File: src/rtl/dreq_router_pkg.sv
package dreq_router_pkg;

  typedef enum logic [1:0] {
    SEL_NONE   = 2'd0,
    SEL_TABLE  = 2'd1,
    SEL_SWREQ  = 2'd2,
    SEL_STATUS = 2'd3
  } sel_e;

  typedef struct packed {
    sel_e        sel;
    logic [15:0] idx;
  } dec_t;

  localparam logic [31:0] TBL_BASE   = 32'h0000_2000;
  localparam logic [31:0] CHN_BASE   = 32'h0000_1000;
  localparam int          CHN_STRIDE = 64;
  localparam logic [31:0] SW_OFS     = 32'h0000_0004;
  localparam logic [31:0] STAT_ADDR  = 32'h0000_0008;

endpackage

File: src/rtl/dreq_addr_decode.sv
module dreq_addr_decode
  import dreq_router_pkg::*;
#(
  parameter int ADDR_W  = 14,
  parameter int NUM_REQ = 16,
  parameter int NUM_CHN = 8
) (
  input  logic [ADDR_W-1:0] addr,
  output dec_t              dec
);
  localparam logic [31:0] TBL_HI   = 32'(TBL_BASE + 32'(4 * NUM_REQ));
  localparam logic [31:0] CHN_HI   = 32'(CHN_BASE + 32'(CHN_STRIDE * NUM_CHN));
  localparam logic [31:0] WIN_MASK = 32'(CHN_STRIDE - 1);
  localparam int          WIN_SH   = $clog2(CHN_STRIDE);

  logic [31:0] a;
  assign a = {{(32-ADDR_W){1'b0}}, addr};

  always_comb begin
    dec.sel = SEL_NONE;
    dec.idx = '0;
    if (a[1:0] == 2'b00) begin
      if (a >= TBL_BASE && a < TBL_HI) begin
        dec.sel = SEL_TABLE;
        dec.idx = 16'((a - TBL_BASE) >> 2);
      end else if (a >= CHN_BASE && a < CHN_HI &&
                   ((a - CHN_BASE) & WIN_MASK) == SW_OFS) begin
        dec.sel = SEL_SWREQ;
        dec.idx = 16'((a - CHN_BASE) >> WIN_SH);
      end else if (a == STAT_ADDR) begin
        dec.sel = SEL_STATUS;
      end
    end
  end
endmodule

File: src/rtl/dreq_map_table.sv
module dreq_map_table #(
  parameter int NUM_REQ = 16,
  parameter int ENT_W   = 4,
  localparam int IDX_W  = (NUM_REQ > 1) ? $clog2(NUM_REQ) : 1
) (
  input  logic                     clk,
  input  logic                     rst,
  input  logic                     wr_en,
  input  logic [IDX_W-1:0]         wr_idx,
  input  logic [ENT_W-1:0]         wr_val,
  input  logic [IDX_W-1:0]         rd_idx,
  output logic [ENT_W-1:0]         rd_val,
  output logic [NUM_REQ*ENT_W-1:0] entries
);
  logic [ENT_W-1:0] mem [NUM_REQ];

  always_ff @(posedge clk) begin
    if (rst) begin
      for (int i = 0; i < NUM_REQ; i++) mem[i] <= '0;
    end else if (wr_en) begin
      mem[wr_idx] <= wr_val;
    end
  end

  assign rd_val = mem[rd_idx];

  for (genvar g = 0; g < NUM_REQ; g++) begin : g_flat
    assign entries[g*ENT_W +: ENT_W] = mem[g];
  end
endmodule

File: src/rtl/dreq_sw_trigger.sv
module dreq_sw_trigger #(
  parameter int NUM_CHN = 8,
  localparam int CIDX_W = (NUM_CHN > 1) ? $clog2(NUM_CHN) : 1
) (
  input  logic              clk,
  input  logic              rst,
  input  logic              set_en,
  input  logic [CIDX_W-1:0] set_idx,
  output logic [NUM_CHN-1:0] pend
);
  for (genvar c = 0; c < NUM_CHN; c++) begin : g_chn
    always_ff @(posedge clk) begin
      if (rst) pend[c] <= 1'b0;
      else     pend[c] <= set_en && (set_idx == CIDX_W'(c));
    end
  end
endmodule

File: src/rtl/dreq_fanout.sv
module dreq_fanout #(
  parameter int NUM_REQ = 16,
  parameter int NUM_CHN = 8,
  parameter int ENT_W   = 4
) (
  input  logic                     clk,
  input  logic                     rst,
  input  logic [NUM_REQ*ENT_W-1:0] entries,
  input  logic [NUM_REQ-1:0]       req_in,
  input  logic [NUM_CHN-1:0]       sw_pulse,
  output logic [NUM_CHN-1:0]       chan_req
);
  logic [NUM_CHN-1:0] mapped;

  for (genvar c = 0; c < NUM_CHN; c++) begin : g_chn
    logic [NUM_REQ-1:0] match;
    for (genvar r = 0; r < NUM_REQ; r++) begin : g_line
      assign match[r] = (entries[r*ENT_W +: ENT_W] == ENT_W'(c + 1));
    end
    assign mapped[c] = |match;

    always_ff @(posedge clk) begin
      if (rst) chan_req[c] <= 1'b0;
      else     chan_req[c] <= (|(match & req_in)) | sw_pulse[c];
    end

    p_unmapped_chan_r4: assert property (@(posedge clk) disable iff (rst)
      (!$past(mapped[c]) && !$past(sw_pulse[c])) |-> !chan_req[c]);
  end

  p_idle_quiet_r3: assert property (@(posedge clk) disable iff (rst)
    ($past(req_in) == '0 && $past(sw_pulse) == '0) |-> (chan_req == '0));
endmodule

File: src/rtl/dreq_router.sv
module dreq_router
  import dreq_router_pkg::*;
#(
  parameter int NUM_REQ = 16,
  parameter int NUM_CHN = 8,
  parameter int ADDR_W  = 14,
  parameter int DATA_W  = 32
) (
  input  logic               clk,
  input  logic               rst,
  input  logic               bus_wr,
  input  logic               bus_rd,
  input  logic [ADDR_W-1:0]  bus_addr,
  input  logic [DATA_W-1:0]  bus_wdata,
  output logic [DATA_W-1:0]  bus_rdata,
  input  logic [NUM_REQ-1:0] req_in,
  output logic [NUM_CHN-1:0] chan_req
);
  localparam int ENT_W  = $clog2(NUM_CHN + 1);
  localparam int IDX_W  = (NUM_REQ > 1) ? $clog2(NUM_REQ) : 1;
  localparam int CIDX_W = (NUM_CHN > 1) ? $clog2(NUM_CHN) : 1;

  dec_t                     dec;
  logic [ENT_W-1:0]         tbl_rd_val;
  logic [NUM_REQ*ENT_W-1:0] entries;
  logic [NUM_CHN-1:0]       pend;
  logic                     tbl_wr;
  logic                     sw_set;

  assign tbl_wr = bus_wr && (dec.sel == SEL_TABLE);
  assign sw_set = bus_wr && (dec.sel == SEL_SWREQ) && bus_wdata[0];

  dreq_addr_decode #(.ADDR_W(ADDR_W), .NUM_REQ(NUM_REQ), .NUM_CHN(NUM_CHN)) u_dec (
    .addr (bus_addr),
    .dec  (dec)
  );

  dreq_map_table #(.NUM_REQ(NUM_REQ), .ENT_W(ENT_W)) u_tbl (
    .clk     (clk),
    .rst     (rst),
    .wr_en   (tbl_wr),
    .wr_idx  (dec.idx[IDX_W-1:0]),
    .wr_val  (bus_wdata[ENT_W-1:0]),
    .rd_idx  (dec.idx[IDX_W-1:0]),
    .rd_val  (tbl_rd_val),
    .entries (entries)
  );

  dreq_sw_trigger #(.NUM_CHN(NUM_CHN)) u_sw (
    .clk     (clk),
    .rst     (rst),
    .set_en  (sw_set),
    .set_idx (dec.idx[CIDX_W-1:0]),
    .pend    (pend)
  );

  dreq_fanout #(.NUM_REQ(NUM_REQ), .NUM_CHN(NUM_CHN), .ENT_W(ENT_W)) u_fan (
    .clk      (clk),
    .rst      (rst),
    .entries  (entries),
    .req_in   (req_in),
    .sw_pulse (pend),
    .chan_req (chan_req)
  );

  always_ff @(posedge clk) begin
    if (rst || !bus_rd) begin
      bus_rdata <= '0;
    end else begin
      unique case (dec.sel)
        SEL_TABLE:  bus_rdata <= DATA_W'(tbl_rd_val);
        SEL_SWREQ:  bus_rdata <= DATA_W'(pend[dec.idx[CIDX_W-1:0]]);
        SEL_STATUS: bus_rdata <= DATA_W'(chan_req);
        default:    bus_rdata <= '0;
      endcase
    end
  end

  logic unused_bits;
  assign unused_bits = ^{bus_wdata, dec.idx};

  for (genvar c = 0; c < NUM_CHN; c++) begin : g_chk
    p_sw_pulse_r7: assert property (@(posedge clk) disable iff (rst)
      (sw_set && dec.idx[CIDX_W-1:0] == CIDX_W'(c)) |=> ##1 chan_req[c]);
  end

  p_status_read_r8: assert property (@(posedge clk) disable iff (rst)
    (bus_rd && dec.sel == SEL_STATUS) |=> (bus_rdata == DATA_W'($past(chan_req))));

  p_rdata_idle_r9: assert property (@(posedge clk) disable iff (rst)
    !bus_rd |=> (bus_rdata == '0));
endmodule

File: config.mk
export PLATFORM = sky130hd
export DESIGN_NAME = dreq_router
export DESIGN_NICKNAME = d
export VERILOG_FILES = /design/src/rtl/dreq_router_pkg.sv /design/src/rtl/dreq_addr_decode.sv /design/src/rtl/dreq_map_table.sv /design/src/rtl/dreq_sw_trigger.sv /design/src/rtl/dreq_fanout.sv /design/src/rtl/dreq_router.sv
export SDC_FILE = /design/constraint.sdc
export NUM_CORES = 1
export LEC_CHECK = 0
export BUFFER_PORTS_ARGS = -buffer_cell sky130_fd_sc_hd__buf_4
export CAP_MARGIN = 20
export CORE_MARGIN = 4
export CORE_UTILIZATION = 45
export DETAILED_ROUTE_END_ITERATION = 10
export GPL_ROUTABILITY_DRIVEN = 0
export PLACE_DENSITY = 0.69
export REMOVE_ABC_BUFFERS = 1
export SYNTH_ARGS = -nofsm -noshare
export SYNTH_HDL_FRONTEND = slang
export SYNTH_HIERARCHICAL = 1
export SYNTH_SLANG_ARGS = --single-unit
File: constraint.sdc
create_clock -name clk -period 3.5 [get_ports clk]
set_clock_uncertainty 0.05 [all_clocks]
set_input_delay 0.35 -clock clk [delete_from_list [all_inputs] [get_ports clk]]
set_output_delay 0.35 -clock clk [all_outputs]
set_load 0.01 [all_outputs]
# == Word-level counts from Yosys, hierarchy flattened ==
# Memories as Yosys holds them, arrays and structs flattened.
# Cells that the tools add are included.
# W data, S select, Z words.
# word_totals
mem_count,1
inputBits,66
ff_bits,48
elab_cells,224
output_inout_bits,40
ram_bits,64
# memory_table
memory,depth,word_bits,rd,rd_clocked_by_memory_dff,wr,line_no,rtl
u_tbl.mem,16,4,17,0,16,dreq_map_table.sv:15,logic [ENT_W-1:0] mem [NUM_REQ];
# classes
eq_ne,140
n_lt_le_gt_ge,5
n_mux,16
n_addsub,2
bitwise,16
n_reduce_logical,27
# op_table
op,n
$eq A4 B3 Y1 const B,64
$and A16 B16 Y16,8
$eq A4 B2 Y1 const B,32
$reduce_or A16 Y1,8
$eq A4 B1 Y1 const B,16
$eq A4 B4 Y1 const B,16
$mux W18,2
$pmux W8 S3,1
$mux W16,1
$sub A14 B13 Y15 const B,1
$sub A14 B14 Y15 const B,1
$eq A14 B4 Y1 const B,1
$ge A14 B13 Y1 const B,1
$ge A14 B14 Y1 const B,1
$logic_and A1 B1 Y1,14
$lt A14 B13 Y1 const B,1
$lt A14 B14 Y1 const B,1
$eq A3 B3 Y1 const B,4
$mux W4,2
$or A1 B1 Y1,8
$mux W1,7
$eq A3 B2 Y1 const B,2
$eq A6 B3 Y1 const B,1
$eq A2 B2 Y1 const B,2
10 further kinds,11

# == Logic depth before layout (Yosys ltp) ==
# logic_depth
depth_word,13
mapped_depth,13
mapped_depth_nobuf,11

# == By module ==
# Netlist, hierarchy kept.
# modules_own_cells
module,n_inst,seq_area_each_um2,cells_each,area_per_inst_um2
dreq_map_table,1,1921.8,212,3130.5
dreq_fanout,1,160.2,244,1597.8
dreq_router,1,160.2,59,549.3
dreq_addr_decode,1,0.0,45,340.3
dreq_sw_trigger,1,160.2,21,232.7

# == Worst setup path after synthesis ==
# OpenSTA, ideal clock, no wires.
# synth_path
path_type,input to register
startpoint,in bus_addr[12]
endpoint,reg bus_rdata[0]
setup_time_ns,0.127
path_slack_ns,0.059
t_required_ns,3.323
arrival_time_ns,3.265
stages,13
path_buffers,2
path_cell_list,inv_1 -> ha_1 -> or4b_1 -> o31a_1 -> nor4_4 -> a22o_1 -> buf_6 -> buf_12 -> mux4_1 -> nand3_1 -> nand3_1 -> mux2i_1 -> o32ai_1
# synth_lines
element,line_no,rtl
"start, declared",dreq_router.sv:13,"input logic [ADDR_W-1:0] bus_addr,"
"end signal, assigned",dreq_router.sv:71,SEL_TABLE: bus_rdata <= DATA_W'(tbl_rd_val);
"end signal, assigned",dreq_router.sv:72,SEL_SWREQ: bus_rdata <= DATA_W'(pend[dec.idx[CIDX_W-1:0]]);
"end signal, assigned",dreq_router.sv:73,SEL_STATUS: bus_rdata <= DATA_W'(chan_req);
"end, declared",dreq_router.sv:15,"output logic [DATA_W-1:0] bus_rdata,"

==> metrics.yaml <==
multiInputGateArea_mm2: 0.00313
placed_cells: 798
powerDensity_mw_per_mm2: 380
power_mw: 2.53
cts.clk_slew.worst_paths_ps: 60
clk_latency_ps: 350
route.vias.total: 4954
critPathLaunch: "bus_addr[12]"
cts_resized: 0
final_common_cell: "buf_4"
dpl_cell_area_mm2: 0.00635
initial_utilization_pct: 45.8
antenna_found_initial: 0
hold_class: "in2reg"
gr-usage-all-layers_pct: 23.1
postLayoutCoreUtil_pct: 53.1
syn_inst: 569
met3_usage_pct: 6.85
fp.dieH_um: 121
grt_max_degree: 32
fin_tns_setup_ps: 0
seq_area_mm2: 0.00240
rsz0062_at_grt: "false"
dpl.hpwl_um: 12500
met2_usage_pct: 35.1
final_cell_area_mm2: 0.00667
preCtsSetupSlack_ps: 13.3
clock-sinks: 88
setup_ws_ps: 359
clockRootBuffer: "clkbuf_16"
via_per_inst: 6.09
dieArea_mm2: 0.0147
hold_viol_final: 0
r2r_cells: 4
drt_first_pass_iters: 5
routedWlPerCell_um: 20.4
grt_use_met1_pct: 30.5
grt_pass1_vias: 4670
fin_crit_sh_pct: 89.7
initialDrtViolationCount: 530
critPathArrivalTime_ps: 3330
p_leak_nw: 2.45
chipWidth_um: 121
htreeDepth: 3
drtAntennaViolNets: 0
drv_slew: 0
r2r-start: "u_tbl/mem[10][1]"
setup.worst_path.end: "bus_rdata[3]"
r2r_setup_slack_ps: 1420
mappedNetlistArea_mm2: 0.00576
instances_no_fill: 814
grt_pass1_wl_um: 25500
io_buffers: 53
status: "complete, no violations"
boundaryPins: 106
slew_headroom_pct: 58.3
cts_max_path_buffers: 2
fin_nets: 707
r2r_end: "u_fan/chan_req[5]"
whs_path_depth: 2
routed_wl_um: 16600
ir_worst_vdd_mv: 0.302
syn2layout_area_growth_pct: 15.7
mostFrequentLayoutCells: "70 x buf_4, 65 x and2_1, 64 x edfxtp_1, 41 x nand2_1, 35 x nor2_1"
cts_tree: "yes"
setup_violations: 0
crit_fanout: 21
drc: 0
num_rows: 41
drive_gt1_share_pct: 18.1
crit_path_end_kind: "register"
num_antenna_cells: 0
critical_path_required_ps: 3690
grt_overflow: 0
cts_buffers: 9
worstSetupStartpointType: "input port"
cts_setup_buffers: 0
cts_hold_buf: 0
fmax_mhz: 318
synth_area_per_cell_um2: 10.1
layout_min_cycle_time_ps: 3140
path_class: "in2reg"
worst_pin_slew_ps: 620
timing.max_cap.violations: 0
busiest_layer: "met2"
ys.warnings.count: 6
core_region_area_mm2: 0.0126
fillers: 1122
worst_hold_slack_ps: 374
## power by group
part	leakage (nW)	internal, mW	switching (mW)
clock network	0.148	0.621	0.382
registers	0.803	1.17	0.0702
logic	1.50	0.132	0.163
total	2.45	1.92	0.615
## critical path, stage by stage
cell	delay, ps
buf_4	120
inv_1	70
ha_1	170
or4b_1	430
o31a_1	310
nor4_4	240
a22o_1	240
buf_12	210
mux4_1	640
a22oi_1	220
nand3_1	130
mux2i_1	140
nor2_1	60
## registers in the layout (all words and copies together), names as in the netlist
name / cells
bus_rdata: 8
u_fan/chan_req: 8
u_sw/pend: 8
u_tbl/mem: 64
## worst min-delay path by stage
stage / from / end / slack (ps)
6_report: rst / u_fan/chan_req[3] / 370
5_1_grt: rst / u_fan/chan_req[3] / 400
4_1_cts: rst / u_fan/chan_req[3] / 350
3_5_place_dp: u_fan/chan_req[6] / bus_rdata[6] / 430
3_3_place_gp: u_fan/chan_req[5] / bus_rdata[5] / 420
2_1_floorplan: rst / u_fan/chan_req[0] / 370
## final cells by class
| cell class | count | area share, % |
|---|---|---|
| Sequential cell | 88 | 36.0 |
| Tap cell | 172 | 3.23 |
| Inverter | 11 | 0.619 |
| Clock inverter | 6 | 1.26 |
| Clock buffer | 10 | 3.43 |
| Multi-Input combinational cell | 455 | 47.0 |
| Timing Repair Buffer | 72 | 8.48 |
## per-layer routing
metal	up-vias	share of wire, %
li1	2255	-
met4	0	3.8
met1	2346	42
met2	306	44
met3	47	11
met5	-	0
No activity file was read; power rests on OpenSTA's default activity.
